**src/rtl/sleep_seq_pkg.sv**
```systemverilog
package sleep_seq_pkg;
  typedef enum logic [2:0] {
    ST_IDLE, ST_PRE_BURST, ST_SR_ENTER, ST_SELF_REFRESH,
    ST_SR_EXIT_WAIT, ST_POST_BURST, ST_POWER_DOWN, ST_PD_EXIT
  } seq_state_e;

  typedef struct packed {
    logic cs_n;
    logic ras_n;
    logic cas_n;
    logic we_n;
  } sdram_cmd_t;

  localparam sdram_cmd_t CMD_DESEL   = '{cs_n: 1'b1, ras_n: 1'b1, cas_n: 1'b1, we_n: 1'b1};
  localparam sdram_cmd_t CMD_REFRESH = '{cs_n: 1'b0, ras_n: 1'b0, cas_n: 1'b0, we_n: 1'b1};
endpackage

```
**src/rtl/sleep_age_cnt.sv**
```systemverilog
// Cycles spent in the current state; cleared on a state change, saturating.
module sleep_age_cnt #(
  parameter int unsigned WIDTH = 8
) (
  input  logic             clk_i,
  input  logic             rst_ni,
  input  logic             clr_i,
  output logic [WIDTH-1:0] cnt_o
);
  localparam logic [WIDTH-1:0] MAX_VAL = '1;

  always_ff @(posedge clk_i or negedge rst_ni) begin
    if (!rst_ni)                cnt_o <= '0;
    else if (clr_i)             cnt_o <= '0;
    else if (cnt_o != MAX_VAL)  cnt_o <= cnt_o + 1'b1;
  end
endmodule

```
**src/rtl/sleep_ar_burst.sv**
```systemverilog
// Issues BURST_CNT refresh strobes AR_GAP cycles apart, then a done pulse.
module sleep_ar_burst #(
  parameter int unsigned BURST_CNT = 4096,
  parameter int unsigned AR_GAP    = 8
) (
  input  logic clk_i,
  input  logic rst_ni,
  input  logic start_i,
  output logic ar_o,
  output logic done_o
);
  localparam int unsigned RW = $clog2(BURST_CNT + 1);
  localparam int unsigned GW = $clog2(AR_GAP + 1);
  localparam logic [RW-1:0] REM_INIT = RW'(BURST_CNT);
  localparam logic [GW-1:0] GAP_LAST = GW'(AR_GAP - 1);

  logic          active_q;
  logic [RW-1:0] rem_q;
  logic [GW-1:0] gap_q;

  assign ar_o   = active_q && (gap_q == '0) && (rem_q != '0);
  assign done_o = active_q && (gap_q == '0) && (rem_q == '0);

  always_ff @(posedge clk_i or negedge rst_ni) begin
    if (!rst_ni) begin
      active_q <= 1'b0;
      rem_q    <= '0;
      gap_q    <= '0;
    end else if (start_i) begin
      active_q <= 1'b1;
      rem_q    <= REM_INIT;
      gap_q    <= '0;
    end else if (active_q) begin
      if (gap_q != '0) begin
        gap_q <= gap_q - 1'b1;
      end else if (rem_q != '0) begin
        rem_q <= rem_q - 1'b1;
        gap_q <= GAP_LAST;
      end else begin
        active_q <= 1'b0;
      end
    end
  end

  // a new burst never starts on top of one in progress
  assert_burst_no_restart_R6: assert property (@(posedge clk_i) disable iff (!rst_ni)
    start_i |-> !active_q);
  assert_burst_done_ends_R7: assert property (@(posedge clk_i) disable iff (!rst_ni)
    done_o |=> !ar_o && !done_o);
endmodule

```
**src/rtl/sdram_sleep_seq.sv**
```systemverilog
module sdram_sleep_seq
  import sleep_seq_pkg::*;
#(
  parameter int unsigned BURST_CNT = 4096,
  parameter int unsigned AR_GAP    = 8,
  parameter int unsigned EXIT_CYC  = 12,
  parameter int unsigned TREF_CYC  = 1280000,
  parameter int unsigned PD_MARGIN = 64,
  parameter int unsigned PDX_CYC   = 2
) (
  input  logic clk_i,
  input  logic rst_ni,
  input  logic sr_req_i,
  input  logic pd_req_i,
  input  logic banks_idle_i,
  input  logic wake_i,
  input  logic burst_mode_i,
  output logic cke_o,
  output logic cs_n_o,
  output logic ras_n_o,
  output logic cas_n_o,
  output logic we_n_o,
  output logic busy_o,
  output logic forced_wake_o
);
  localparam int unsigned PD_LIMIT = TREF_CYC - PD_MARGIN;
  localparam int unsigned AGE_MAX  = (PD_LIMIT > EXIT_CYC) ?
                                     ((PD_LIMIT > PDX_CYC) ? PD_LIMIT : PDX_CYC) :
                                     ((EXIT_CYC > PDX_CYC) ? EXIT_CYC : PDX_CYC);
  localparam int unsigned AGE_W    = $clog2(AGE_MAX + 2);
  localparam logic [AGE_W-1:0] EXIT_LAST = AGE_W'(EXIT_CYC - 1);
  localparam logic [AGE_W-1:0] PD_LAST   = AGE_W'(PD_LIMIT - 1);
  localparam logic [AGE_W-1:0] PDX_LAST  = AGE_W'(PDX_CYC - 1);

  seq_state_e     state_q, state_d;
  logic           burst_q;
  logic           forced_q, forced_d;
  logic [AGE_W-1:0] age;
  logic           burst_start, burst_ar, burst_done;
  sdram_cmd_t     cmd;

  sleep_age_cnt #(.WIDTH(AGE_W)) u_age (
    .clk_i  (clk_i),
    .rst_ni (rst_ni),
    .clr_i  (state_d != state_q),
    .cnt_o  (age)
  );

  assign burst_start = (state_d != state_q) &&
                       (state_d == ST_PRE_BURST || state_d == ST_POST_BURST);

  sleep_ar_burst #(.BURST_CNT(BURST_CNT), .AR_GAP(AR_GAP)) u_burst (
    .clk_i   (clk_i),
    .rst_ni  (rst_ni),
    .start_i (burst_start),
    .ar_o    (burst_ar),
    .done_o  (burst_done)
  );

  always_comb begin
    state_d  = state_q;
    forced_d = 1'b0;
    unique case (state_q)
      ST_IDLE: begin
        if (sr_req_i && banks_idle_i)
          state_d = burst_mode_i ? ST_PRE_BURST : ST_SR_ENTER;
        else if (pd_req_i)
          state_d = ST_POWER_DOWN;
      end
      ST_PRE_BURST:    if (burst_done) state_d = ST_SR_ENTER;
      ST_SR_ENTER:     state_d = ST_SELF_REFRESH;
      ST_SELF_REFRESH: if (wake_i) state_d = ST_SR_EXIT_WAIT;
      ST_SR_EXIT_WAIT: if (age == EXIT_LAST) state_d = burst_q ? ST_POST_BURST : ST_IDLE;
      ST_POST_BURST:   if (burst_done) state_d = ST_IDLE;
      ST_POWER_DOWN: begin
        if (wake_i) begin
          state_d = ST_PD_EXIT;
        end else if (age == PD_LAST) begin
          state_d  = ST_PD_EXIT;
          forced_d = 1'b1;
        end
      end
      ST_PD_EXIT:      if (age == PDX_LAST) state_d = ST_IDLE;
      default:         state_d = ST_IDLE;
    endcase
  end

  always_ff @(posedge clk_i or negedge rst_ni) begin
    if (!rst_ni) begin
      state_q  <= ST_IDLE;
      burst_q  <= 1'b0;
      forced_q <= 1'b0;
    end else begin
      state_q  <= state_d;
      forced_q <= forced_d;
      if (state_q == ST_IDLE) burst_q <= burst_mode_i;
    end
  end

  always_comb begin
    cmd = CMD_DESEL;
    if (state_q == ST_SR_ENTER || burst_ar) cmd = CMD_REFRESH;
  end

  assign cke_o         = !(state_q == ST_SR_ENTER || state_q == ST_SELF_REFRESH ||
                           state_q == ST_POWER_DOWN);
  assign cs_n_o        = cmd.cs_n;
  assign ras_n_o       = cmd.ras_n;
  assign cas_n_o       = cmd.cas_n;
  assign we_n_o        = cmd.we_n;
  assign busy_o        = (state_q != ST_IDLE);
  assign forced_wake_o = forced_q;

  // Observation counters for the checks below
  logic [AGE_W-1:0] quiet_q, lowrun_q;
  always_ff @(posedge clk_i or negedge rst_ni) begin
    if (!rst_ni) begin
      quiet_q  <= AGE_W'(EXIT_CYC);
      lowrun_q <= '0;
    end else begin
      if (state_q == ST_SELF_REFRESH)       quiet_q <= '0;
      else if (quiet_q < AGE_W'(EXIT_CYC)) quiet_q <= quiet_q + 1'b1;
      if (cke_o)                            lowrun_q <= '0;
      else if (lowrun_q != '1)              lowrun_q <= lowrun_q + 1'b1;
    end
  end

  assert_sr_needs_idle_R2: assert property (@(posedge clk_i) disable iff (!rst_ni)
    (state_q == ST_IDLE && sr_req_i && !banks_idle_i) |=>
      (state_q != ST_PRE_BURST && state_q != ST_SR_ENTER));
  assert_sr_cke_hold_R4: assert property (@(posedge clk_i) disable iff (!rst_ni)
    (state_q == ST_SELF_REFRESH && !wake_i) |=> !cke_o);
  assert_exit_quiet_R5: assert property (@(posedge clk_i) disable iff (!rst_ni)
    (cke_o && !cs_n_o) |-> quiet_q >= AGE_W'(EXIT_CYC));
  assert_pd_limit_R10: assert property (@(posedge clk_i) disable iff (!rst_ni)
    (state_q == ST_POWER_DOWN) |-> lowrun_q < AGE_W'(PD_LIMIT));
  assert_forced_pulse_R10: assert property (@(posedge clk_i) disable iff (!rst_ni)
    forced_wake_o |-> (cke_o && $past(!cke_o)));
  assert_cke_low_desel_R13: assert property (@(posedge clk_i) disable iff (!rst_ni)
    (!cke_o && $past(!cke_o)) |-> cs_n_o);
endmodule

```
**config.mk**
```make
export PLATFORM = sky130hd
export DESIGN_NAME = sdram_sleep_seq
export DESIGN_NICKNAME = d
export VERILOG_FILES = /design/src/rtl/sleep_seq_pkg.sv /design/src/rtl/sleep_age_cnt.sv /design/src/rtl/sleep_ar_burst.sv /design/src/rtl/sdram_sleep_seq.sv
export SDC_FILE = /design/constraint.sdc
export NUM_CORES = 1
export LEC_CHECK = 0
export CAP_MARGIN = 20
export CELL_PAD_IN_SITES_DETAIL_PLACEMENT = 0
export CELL_PAD_IN_SITES_GLOBAL_PLACEMENT = 1
export CORE_MARGIN = 1.5
export CORE_UTILIZATION = 42
export DETAILED_ROUTE_END_ITERATION = 12
export GPL_ROUTABILITY_DRIVEN = 0
export HOLD_SLACK_MARGIN = 0.06
export PLACE_DENSITY = 0.85
export SLEW_MARGIN = 15
export SYNTH_ARGS = -nofsm -noshare
export SYNTH_HDL_FRONTEND = slang
export SYNTH_HIERARCHICAL = 1
export SYNTH_SLANG_ARGS = --single-unit
```
**constraint.sdc**
```tcl
create_clock -name clk_i -period 3.4 [get_ports clk_i]
set_clock_uncertainty 0.15 [all_clocks]
set_input_delay 0.68 -clock clk_i [delete_from_list [all_inputs] [get_ports clk_i]]
set_output_delay 0.68 -clock clk_i [all_outputs]
set_load 0.05 [all_outputs]
```
* After elaboration in Yosys (flattened, before gate mapping)
Cells that the tools add are included.
Storage, ports and cells: word-level logic and storage cells 77, input bits 7, output and inout bits 7, register bits 44
Operators by class: muxes and demuxes 30, equal/unequal tests 15, $add $sub $neg 3, reductions and logical operators 22
Operators with widths (number):
- $mux W13 | 4
- $mux W21 | 2
- $mux W3 | 10
- $pmux W3 S8 | 1
- $add A21 B1 Y21 const B | 1
- $eq A21 B1 Y1 const B | 1
- $eq A21 B21 Y1 const B | 1
- $eq A21 B4 Y1 const B | 1
- $ne A21 B21 Y1 const B | 1
- $mux W4 | 5
- $eq A3 B3 Y1 const B | 5
- $logic_not A13 Y1 | 1
- $reduce_bool A13 Y1 | 1
- $sub A13 B1 Y13 const B | 1
- $mux W1 | 7
- $eq A3 B1 Y1 const B | 2
- $eq A3 B2 Y1 const B | 2
- $reduce_bool A2 Y1 | 3
- $reduce_bool A3 Y1 | 2
- $logic_and A1 B1 Y1 | 5
- $logic_not A4 Y1 | 1
- $logic_or A1 B1 Y1 | 4
- $reduce_bool A4 Y1 | 1
- $sub A4 B1 Y4 const B | 1
- other kinds (7) | 7

* Longest topological paths before layout
Gate-level depths: netlist of run 1.
depth in word-level cells 10, gate-level depth with buffers 14, mapped depth without buffers 13

* Cells and area by module
Netlist of run 1, hierarchy kept.
Modules (own cells, without submodules):
- sleep_age_cnt | instances 1, area an instance 1203.7 µm², cells an instance 130, seq. area each 525.5 µm²
- sleep_ar_burst | instances 1, area an instance 1061.0 µm², cells an instance 117, seq. area each 450.4 µm²
- sdram_sleep_seq | instances 1, area an instance 639.4 µm², cells an instance 74, seq. area each 125.1 µm²

* Worst setup path after synthesis of run 1
No wires, ideal clock.
path type reg2out, from register u_burst.rem_q[7], to output port cs_n_o, data required time 2.570 ns, setup slack -0.145 ns, buffers on the path 2, arrival time 2.715 ns, stages on the path, launching flop included 7, path through dfrtp_1 -> or4_4 -> nor4_2 -> buf_2 -> nor2_1 -> a21oi_1 -> buf_4
On the way: longest elaborated chain between the ends 4
Ends and longest elaborated chain:
- start, declared | RTL line sleep_ar_burst.sv:18 | logic [RW-1:0] rem_q;
- start signal, assigned | RTL line sleep_ar_burst.sv:37 | rem_q <= rem_q - 1'b1;
- $reduce_bool A13 Y1 | RTL line sleep_ar_burst.sv:21 | assign ar_o = active_q && (gap_q == '0) && (rem_q != '0);
- $logic_and A1 B1 Y1 | RTL line sleep_ar_burst.sv:21
- net burst_ar | RTL line sdram_sleep_seq.sv:39 | logic burst_start, burst_ar, burst_done;
- $logic_or A1 B1 Y1 | RTL line sdram_sleep_seq.sv:102 | if (state_q == ST_SR_ENTER || burst_ar) cmd = CMD_REFRESH;
- $mux W4 | RTL line sdram_sleep_seq.sv:102
- end, declared | RTL line sdram_sleep_seq.sv:19 | output logic cs_n_o,
The timed path passes the listed nets, and every way through them passes these cells.

* Final worst setup path of run 1
from register u_burst.rem_q[9], to register u_burst.gap_q[3]
On the way: longest elaborated chain between the ends 9, elaborated cells between the ends (all ways) 15, those cells by class eq/ne: 3; mux: 4; reduce/logical: 8
Ends and longest elaborated chain:
- $logic_not A13 Y1 (*) | RTL line sleep_ar_burst.sv:22 | assign done_o = active_q && (gap_q == '0) && (rem_q == '0);
- $logic_and A1 B1 Y1 (*) | RTL line sleep_ar_burst.sv:22
- net burst_done | RTL line sdram_sleep_seq.sv:39
- $mux W3, on equally long branches | RTL line sdram_sleep_seq.sv:74, sdram_sleep_seq.sv:70
- $pmux W3 S8 (*) | RTL line sdram_sleep_seq.sv:63 | unique case (state_q)
- $eq A3 B1 Y1 / $eq A3 B3 Y1 (equally long branches) | RTL line sdram_sleep_seq.sv:50 | (state_d == ST_PRE_BURST || state_d == ST_POST_BURST);
- $logic_or A1 B1 Y1 | RTL line sdram_sleep_seq.sv:50
- $logic_and A1 B1 Y1 (*) | RTL line sdram_sleep_seq.sv:49 | assign burst_start = (state_d != state_q) &&
- net burst_start | RTL line sdram_sleep_seq.sv:39
- $reduce_bool A3 Y1 (no source line) / $reduce_bool A2 Y1 (equally long branches)
- $reduce_and A2 Y1 (no source line)
- end signal, assigned | RTL line sleep_ar_burst.sv:35 | gap_q <= gap_q - 1'b1;
- end, declared | RTL line sleep_ar_burst.sv:19 | logic [GW-1:0] gap_q;
The timed path passes the listed nets; every way through them passes the cells marked *. A chain may end at the register's enable or synchronous reset.

==> results of run 1 <==
==> placed cells by master, fill, tap and decap left out, drive strengths merged, types with 3 or more instances in the layout <==
cell and instances:
o31ai 11, nor2 23, inv 11, or3 11, o21ai 15, clkdlybuf4s50 8
clkbuf 7, dfrtp 44, a211oi 4, nand4 10, or4 18, mux2 13
or2 4, buf 20, nor3 11, a21oi 30, nor2b 13, nand3 13
ha 4, nand2 21, nor4 17, a2111oi 3
==> cells by family after synthesis <==
kind of cell | count (synthesis) | synth area share (%)
flip-flops | 44 | 37.9
AND/OR/NAND/NOR | 155 | 33.6
AO/OA/AOI/OAI | 75 | 16.9
other | 1 | 0.129
buffers and inverters | 27 | 4.05
multiplexers | 15 | 5.73
adder cells (fa/ha/maj) | 4 | 1.72
==> flip-flops by register name, summed over array words and instances, names as in the netlist <==
register,count
u_age/cnt_o,21
u_burst/rem_q,13
u_burst/gap_q,4
state_q,3
burst_q,1
forced_wake_o,1
u_burst/active_q,1
==> power by group <==
group | total (W) | leakage (nW) | switching [W] | internal, W
registers | 0.000788 | 0.578 | 0.000144 | 0.000644
clock network | 0.000442 | 0.0645 | 0.000182 | 0.000260
logic | 0.00144 | 0.721 | 0.000811 | 0.000626
total | 0.00267 | 1.36 | 0.00114 | 0.00153
==> final cells by class <==
cell class	instances	area share (%)
clock buffers	7	2.86
clock inverters	1	0.892
inverters	11	1.23
multi-input cells	250	50.6
flip-flops and latches	44	32.7
well taps	80	2.97
repair buffers	28	8.73
==> through the flow <==
stage / area [um^2] / cells / utilization, %
after floorplan: 2910 / 321 / -
after global placement: 3210 / 411 / 47.5
after detailed placement: 3210 / 411 / 47.5
after CTS: 3330 / 419 / 49.4
after global routing: 3370 / 421 / 49.9
final: 3370 / 421 / 49.9
==> cell usage after synthesis, types with 3 or more instances <==
library cell	instances
nand2_1	20
nor2_1	23
clkbuf_1	9
or2_2	4
or4_1	16
nor3_1	11
dfrtp_1	44
nor4_1	12
buf_4	3
o31ai_1	11
inv_1	11
nand4_1	9
nor2b_1	13
or3_1	11
a211oi_1	4
ha_1	4
a21oi_1	30
nand3_1	13
o21ai_0	14
mux2_2	13
nor4_4	3
==> worst max-delay path, stage by stage (launching register included) <==
cell and delay, ps:
dfrtp_1 400, or4_4 580, or4_1 560, nor2_2 160
nand2_1 80, o21ai_0 160, a211oi_1 170, a2111oi_4 400
buf_12 200, nor3_1 50, mux2_2 260
==> per-layer routing <==
metal  share of wire [%]  track usage, %
met1                  49            26.7
met2                  47            30.5
met3                 3.5            3.56
met4                 1.1            5.13
met5                   0               0
==> how the worst max path moves through the flow <==
stage | from | endpoint | slack, ps
floorplan | u_burst/rem_q[7]$_DFFE_PN0P_ | u_burst/rem_q[1]$_DFFE_PN0P_ | 150
global placement | u_burst/rem_q[9]$_DFFE_PN0P_ | u_burst/gap_q[3]$_DFFE_PN0P_ | 210
detailed placement | u_burst/rem_q[9]$_DFFE_PN0P_ | u_burst/gap_q[3]$_DFFE_PN0P_ | 110
CTS | u_burst/rem_q[9]$_DFFE_PN0P_ | u_burst/gap_q[3]$_DFFE_PN0P_ | 100
global route | u_burst/rem_q[9]$_DFFE_PN0P_ | u_burst/rem_q[7]$_DFFE_PN0P_ | 5
finish | u_burst/rem_q[9]$_DFFE_PN0P_ | u_burst/gap_q[3]$_DFFE_PN0P_ | 110
==> flow_summary.ini, run 1 <==
[final_layout]
ff_latch_area_um2 = 1100
drive_above_1_share_pct = 17.9
multi_input_area_um2 = 1710
nets = 351
diodes = 0
syn2layout_area_growth_pct = 16.0
fillers = 605

[detailed_routing]
drtPass1Iterations = 4
drt-initial-drc-count = 111
wirelength_mm = 6.69
drcViolationCount = 0
wl_per_cell_um = 15.9
drt.antenna.violating_nets = 0
vias_per_cell = 6.04
via_count = 2542

[floorplan]
start_util_pct = 43.0
die_w_um = 86.2
num_rows = 30
core_um2 = 6760
fp.dieArea_um2 = 7420
die_h_um = 86.2
pin_count = 14

[timing]
rsz0062_at_grt = false
hold_violations = 0
max_slew_margin_pct = 32.1
timing.final.crit_share_pct = 96.7
setup_viol = 0
whs_ps = 136
fin_ws_ps = 112
fin_crit_ps = 3290
tns_ps = 0
timing.fmax_mhz = 304
tightest_slew_ps = 1010
slew_viol_final = 0

[synthesis]
synthArstFlopShare_pct = 100
syn-num-nets = 332
yosysSeqAreaShare_pct = 37.9
synth_top_area_share_pct = 37.9
yosys_register_bits = 44
yosysTopAreaCell = dfrtp_1
yosys-top-cells-area = dfrtp_1 38%, a21oi_1 5.2%, mux2_2 5.0%
synth-edff-count = 0
ys.flop_type = dfrtp_1
synth_cell_types = 51
synth_area_per_cell_um2 = 9.05
ys_warn_count = 6
postSynthCellCount = 321
synth_area_um2 = 2900

[clocking]
root_buffer = clkbuf_8
cts_setup_buffers = 0
postCtsResizedCells = 0
cts_buffer_depth = 2
holdBufCountCts = 0
cts_max_level = 2
clkTransAtPathRegs_ps = 90
cts_tree = built
clkLatencyLatePin_ps = 290
cts.sinks = 44
cts_buffers = 5

[outcome]
status = finished, final reports clean

[power_and_ir_drop]
power_w = 0.00267
ir_drop_mv = 0.315
power.density_nw_per_um2 = 792
power.leakage_nw = 1.36

[setup_path]
crit_arrival_ps = 3320
critPathKind = reg -> reg
r2r_start = u_burst/rem_q[9]$_DFFE_PN0P_
critPathMaxFanout = 20
r2r_slack_ps = 110
rr_worst_depth = 10
crit_path_start_kind = flip-flop
cp_data_required_time_ps = 3430
r2r_end = u_burst/gap_q[3]$_DFFE_PN0P_
critPathCaptureType = flip-flop

[flow_run]
drv_cap = 0

[global_routing]
grt_overflow_total = 0
antenna_found_initial = 0
grt_max_degree = 45
grt_pass1_wl_mm = 11.4
grt_usage_pct = 19.1
grt_pass1_vias = 2414

[placed_design]
dp_slack_ps = 109
post-dp-hpwl_mm = 4.78
io_buffers = 12

[hold_path]
hold_class = in -> async
No activity file was read; power rests on OpenSTA's default activity.
==> run 2: changes to the inputs <==
--- a/config.mk
+++ b/config.mk
@@ -13,6 +13,7 @@
 export DETAILED_ROUTE_END_ITERATION = 12
 export GPL_ROUTABILITY_DRIVEN = 0
 export HOLD_SLACK_MARGIN = 0.06
+export MAX_ROUTING_LAYER = met4
 export PLACE_DENSITY = 0.85
 export SLEW_MARGIN = 15
 export SYNTH_ARGS = -nofsm -noshare
==> flow_summary.ini, run 2 (synthesized netlist as in run 1, its figures left out) <==
[outcome]
status = finished, final reports clean

[timing]
timing.final.crit_share_pct = 96.4
slew_viol_final = 0
timing.fmax_mhz = 305
setup_viol = 0
tightest_slew_ps = 978
hold_violations = 0
fin_ws_ps = 122
rsz0062_at_grt = false
max_slew_margin_pct = 34.2
fin_crit_ps = 3280
tns_ps = 0

[hold_path]
hold_class = in -> async

[clocking]
cts_tree = built
root_buffer = clkbuf_8
cts_buffer_depth = 2
clkTransAtPathRegs_ps = 80
cts_buffers = 5
clkLatencyLatePin_ps = 300
cts_setup_buffers = 0
cts_max_level = 2
cts.sinks = 44

[floorplan]
num_rows = 30
fp.dieArea_um2 = 7420
pin_count = 14
start_util_pct = 43.0
die_w_um = 86.2
core_um2 = 6760
die_h_um = 86.2

[power_and_ir_drop]
internal_power_w = 0.00153
power.leakage_nw = 1.36
ir_drop_mv = 0.315
power.share.switching_pct = 42.7
power.density_nw_per_um2 = 792
power_frac_seq_pct = 29.5
p_clk_share_pct = 16.6
p_switching_w = 0.00114
p_comb_share_pct = 53.9

[setup_path]
crit_path_start_kind = flip-flop
critPathCaptureType = flip-flop
cp_data_required_time_ps = 3430
crit_arrival_ps = 3310
critPathMaxFanout = 20
critPathKind = reg -> reg

[final_layout]
fillers = 605
largest_reg_flops = 21
syn2layout_area_growth_pct = 16.0
final_common_cell = dfrtp_1
top_register = u_age/cnt_o
drive_above_1_share_pct = 17.9
final_cell_mix = 44 x dfrtp_1, 29 x a21oi_1, 22 x nor2_1
nets = 351
largestRegisters = u_age/cnt_o x21, u_burst/rem_q x13, u_burst/gap_q x4
diodes = 0

[detailed_routing]
wl_per_cell_um = 15.9
drt.antenna.violating_nets = 0
drt-initial-drc-count = 98
drcViolationCount = 0
via_count = 2542
drtPass1Iterations = 4
wirelength_mm = 6.69
vias_per_cell = 6.04

[placed_design]
post-dp-hpwl_mm = 4.78
dp_slack_ps = 109
io_buffers = 12

[global_routing]
grt_max_degree = 45
grt_overflow_total = 0
grt_pass1_wl_mm = 11.4
grt_pass1_vias = 2415
grt_usage_pct = 19.7
antenna_found_initial = 0

[flow_run]
drv_cap = 0
run 2: cell counts in the layout (fill, tap and decap cells not counted):
Identical to the previous run, type by type.
run 2: through the flow:
step | utilization, % | power (W) | hold slack, ps | instances | cell area, um^2
global route | 49.9 | 0.00286 | 142 | 421 | 3370
floorplan | - | 0.00178 | 234 | 321 | 2910
CTS | 49.4 | 0.00265 | 420 | 419 | 3330
detailed placement | 47.5 | 0.00220 | 397 | 411 | 3210
finish | 49.9 | 0.00267 | 135 | 421 | 3370
global placement | 47.5 | 0.00218 | 393 | 411 | 3210
run 2: cell type report:
class                      count  area, um^2  area share (%)
timing repair buffer          28         294            8.73
inverter                      11        41.3            1.23
clock inverter                 1        30.0           0.892
multi-input combinational    250        1710            50.6
clock buffer                   7        96.3            2.86
tap                           80         100            2.97
sequential                    44        1100            32.7
run 2: what timing repair did:
action,in CTS,in global routing
hold buffers,0,0
gates resized for setup,0,1
hold endpoints to repair,0,0
setup endpoints to repair,0,4
run 2: worst paths after layout:
check / from / end / slack (ps) / cells past startpoint
worst max-delay path: u_burst/rem_q[9]$_DFFE_PN0P_ / u_burst/gap_q[3]$_DFFE_PN0P_ / 120 / 10
worst min-delay path: rst_ni / state_q[2]$_DFF_PN0_ / 130 / 1
worst max register to register: u_burst/rem_q[9]$_DFFE_PN0P_ / u_burst/gap_q[3]$_DFFE_PN0P_ / 120 / 10
worst min register to register: u_burst/gap_q[0]$_DFFE_PN0P_ / u_burst/gap_q[0]$_DFFE_PN0P_ / 430 / 2
max in group asynchronous: rst_ni / u_burst/gap_q[1]$_DFFE_PN0P_ / 2480 / 2
min in group clk_i: u_burst/gap_q[0]$_DFFE_PN0P_ / u_burst/gap_q[0]$_DFFE_PN0P_ / 430 / 2
run 2: power by group through the flow:
stage / Combinational [W] / Clock [W] / Sequential (W)
3_3_place_gp: 0.00139 / 0 / 0.000790
5_1_grt: 0.00158 / 0.000477 / 0.000805
3_5_place_dp: 0.00141 / 0 / 0.000792
4_1_cts: 0.00141 / 0.000452 / 0.000784
6_report: 0.00144 / 0.000442 / 0.000787
2_1_floorplan: 0.00103 / 0 / 0.000746
run 2: layer usage:
metal  track usage (%)  part of all wire (%)  vias to the layer above
met4              5.13                  0.60                        0
met1              26.7                    48                     1222
li1                  -                     -                     1264
met3              3.56                   4.6                        5
met5                 -                     0                        -
met2              30.5                    47                       51
run 2: critical path, stage by stage, from the launching register on:
cell and delay (ps):
dfrtp_1 400, or4_4 580, or4_1 550, nor2_2 160
nand2_1 80, o21ai_0 160, a211oi_1 170, a2111oi_4 400
buf_12 200, nor3_1 50, mux2_2 260
==> run 3: changes to the inputs <==
--- a/config.mk
+++ b/config.mk
@@ -18,5 +18,4 @@
 export SLEW_MARGIN = 15
 export SYNTH_ARGS = -nofsm -noshare
 export SYNTH_HDL_FRONTEND = slang
-export SYNTH_HIERARCHICAL = 1
 export SYNTH_SLANG_ARGS = --single-unit
==> flow_summary.ini, run 3 <==
[detailed_routing]
wl_per_cell_um = 14.9
met3_wirelength_um = 232
wl_met1_mm = 2.80
via_count = 2192
wl_met2_mm = 2.57
drt.antenna.violating_nets = 0
topRoutingLayerUsed = met4
drcViolationCount = 0
drt-initial-drc-count = 122
vias_per_cell = 5.78
wirelength_mm = 5.64
drtPass1Iterations = 4

[timing]
fin_ws_ps = 263
tns_ps = 0
timing.final.crit_share_pct = 92.3
hold_violations = 0
fin_crit_ps = 3140
max_slew_margin_pct = 31.2
setup_viol = 0
slew_viol_final = 0
tightest_slew_ps = 1030
timing.fmax_mhz = 319
rsz0062_at_grt = false

[floorplan]
start_util_pct = 44.5
die_w_um = 82.9
num_rows = 28
die_h_um = 82.9
pin_count = 14
core_um2 = 6030
fp.dieArea_um2 = 6870

[setup_path]
r2r_start = u_age.cnt_o[13]$_DFFE_PN0P_
crit_path_start = u_age.cnt_o[13]$_DFFE_PN0P_
critPathCaptureType = flip-flop
crit_path_start_kind = flip-flop
critPathMaxFanout = 18
crit_arrival_ps = 3230
cp_data_required_time_ps = 3490
critPathKind = reg -> reg

[clocking]
cts_buffer_depth = 2
cts.sinks = 44
holdBufCountCts = 0
root_buffer = clkbuf_8
clkLatencyLatePin_ps = 300
cts_buffers = 5
cts_setup_buffers = 0
postCtsResizedCells = 0
cts_tree = built
clkTransAtPathRegs_ps = 90
cts_max_level = 2

[synthesis]
yosysSeqAreaShare_pct = 41.1
postSynthCellCount = 289
synth_top_area_share_pct = 41.1
ys.flop_type = dfrtp_1
synth-edff-count = 0
ys_warn_count = 0
yosys-top-cells-area = dfrtp_1 41%, xor2_1 5.6%, nor3_1 4.9%
synth_cell_types = 57
syn-num-nets = 302
netlist_top_cells_count = 44 x dfrtp_1, 31 x nor2_1, 26 x nor3_1, 23 x nand2_1, 17 x xor2_1
synthMostInstantiatedCell = dfrtp_1
synthArstFlopShare_pct = 100
synth_area_um2 = 2680
synth_area_per_cell_um2 = 9.27
yosys_register_bits = 44
yosysTopAreaCell = dfrtp_1

[final_layout]
final_common_cell = dfrtp_1
largest_reg_flops = 21
stdcell_area_um2 = 3040
drive_above_1_share_pct = 11.8
largestRegisters = u_age.cnt_o x21, u_burst.rem_q x13, u_burst.gap_q x4
top_register = u_age.cnt_o
nets = 316
final_cell_mix = 44 x dfrtp_1, 31 x nor2_1, 26 x nor3_1
diodes = 0
syn2layout_area_growth_pct = 13.5

[power_and_ir_drop]
power.share.switching_pct = 44.6
power_frac_seq_pct = 31.8
internal_power_w = 0.00140
power.leakage_nw = 1.25
power.density_nw_per_um2 = 831
p_clk_share_pct = 16.1
p_switching_w = 0.00113
ir_drop_mv = 0.728
p_comb_share_pct = 52.2

[flow_run]
drv_cap = 0

[placed_design]
post-dp-hpwl_mm = 3.93
dp_slack_ps = 201
place_area_um2 = 2910
io_buffers = 12

[global_routing]
antenna_found_initial = 0
grt_pass1_wl_mm = 10.0
grt_pass1_vias = 2122
grt_usage_pct = 17.8
grt_overflow_total = 0
grt_max_degree = 45

[hold_path]
hold_class = in -> async

[outcome]
status = finished, final reports clean
## run 3: cell count changes after synthesis, sizes merged, moves of 15 or more
cell / before / now
a21oi: 30 / 12
or4: 18 / 2
nor3: 11 / 26
xor2: 0 / 17
## run 3: worst paths after layout
check                           depth (start not counted)                      endpoint  slack (ps)
worst max register to register                          6    u_burst.active_q$_DFF_PN0_         260
worst min register to register                          1  u_burst.gap_q[0]$_DFFE_PN0P_         370
worst min-delay path                                    1  u_burst.gap_q[0]$_DFFE_PN0P_         110
max in group asynchronous                               2   u_age.cnt_o[15]$_DFFE_PN0P_        2510
min in group clk_i                                      1  u_burst.gap_q[0]$_DFFE_PN0P_         370
worst max-delay path                                    6    u_burst.active_q$_DFF_PN0_         260
## run 3: cells by family after synthesis
logic type,Yosys count,synth area share [%]
simple gates,143,29.1
other cells,1,0.140
fa+ha+maj,6,2.80
compound gates,43,12.4
xor+xnor,28,9.15
buf+inv,20,3.60
flops,44,41.1
mux,4,1.73
## run 3: layout make-up
cell class,count,area [um^2]
Sequential cell,44,1100
Clock buffer,5,68.8
Timing Repair Buffer,19,210
Clock inverter,3,42.5
Fill cell,581,2990
Multi-Input combinational cell,225,1490
Inverter,8,30.0
Tap cell,75,93.8
## run 3: per-stage QoR
step / util [%] / total power [W] / hold WS, ps / std cells
floorplan: - / 0.00178 / 234 / 289
global placement: 48.3 / 0.00212 / 346 / 370
detailed placement: 48.3 / 0.00213 / 358 / 370
CTS: 50.1 / 0.00255 / 373 / 378
global route: 50.4 / 0.00273 / 124 / 379
finish: 50.4 / 0.00253 / 111 / 379
## run 3: metal layers
metal  up-vias  GRT usage [%]
met5         -              -
met4         0           3.94
met3         5           2.98
met2        41           27.3
met1      1071           24.7
li1       1075              -
## run 3: power groups by stage
stage | combinational [W] | sequential [W] | clock, W
final | 0.00132 | 0.000803 | 0.000406
after global routing | 0.00145 | 0.000827 | 0.000445
after CTS | 0.00133 | 0.000803 | 0.000414
after detailed placement | 0.00132 | 0.000812 | 0
after global placement | 0.00131 | 0.000808 | 0
after floorplan | 0.00104 | 0.000740 | 0
## run 3: worst max-delay path, stage by stage (launching register included)
cell and delay [ps]:
dfrtp_1 450, or4_4 590, or2_4 290, nor4_4 320, nor4b_4 110, a2111oi_4 930, or2_2 240
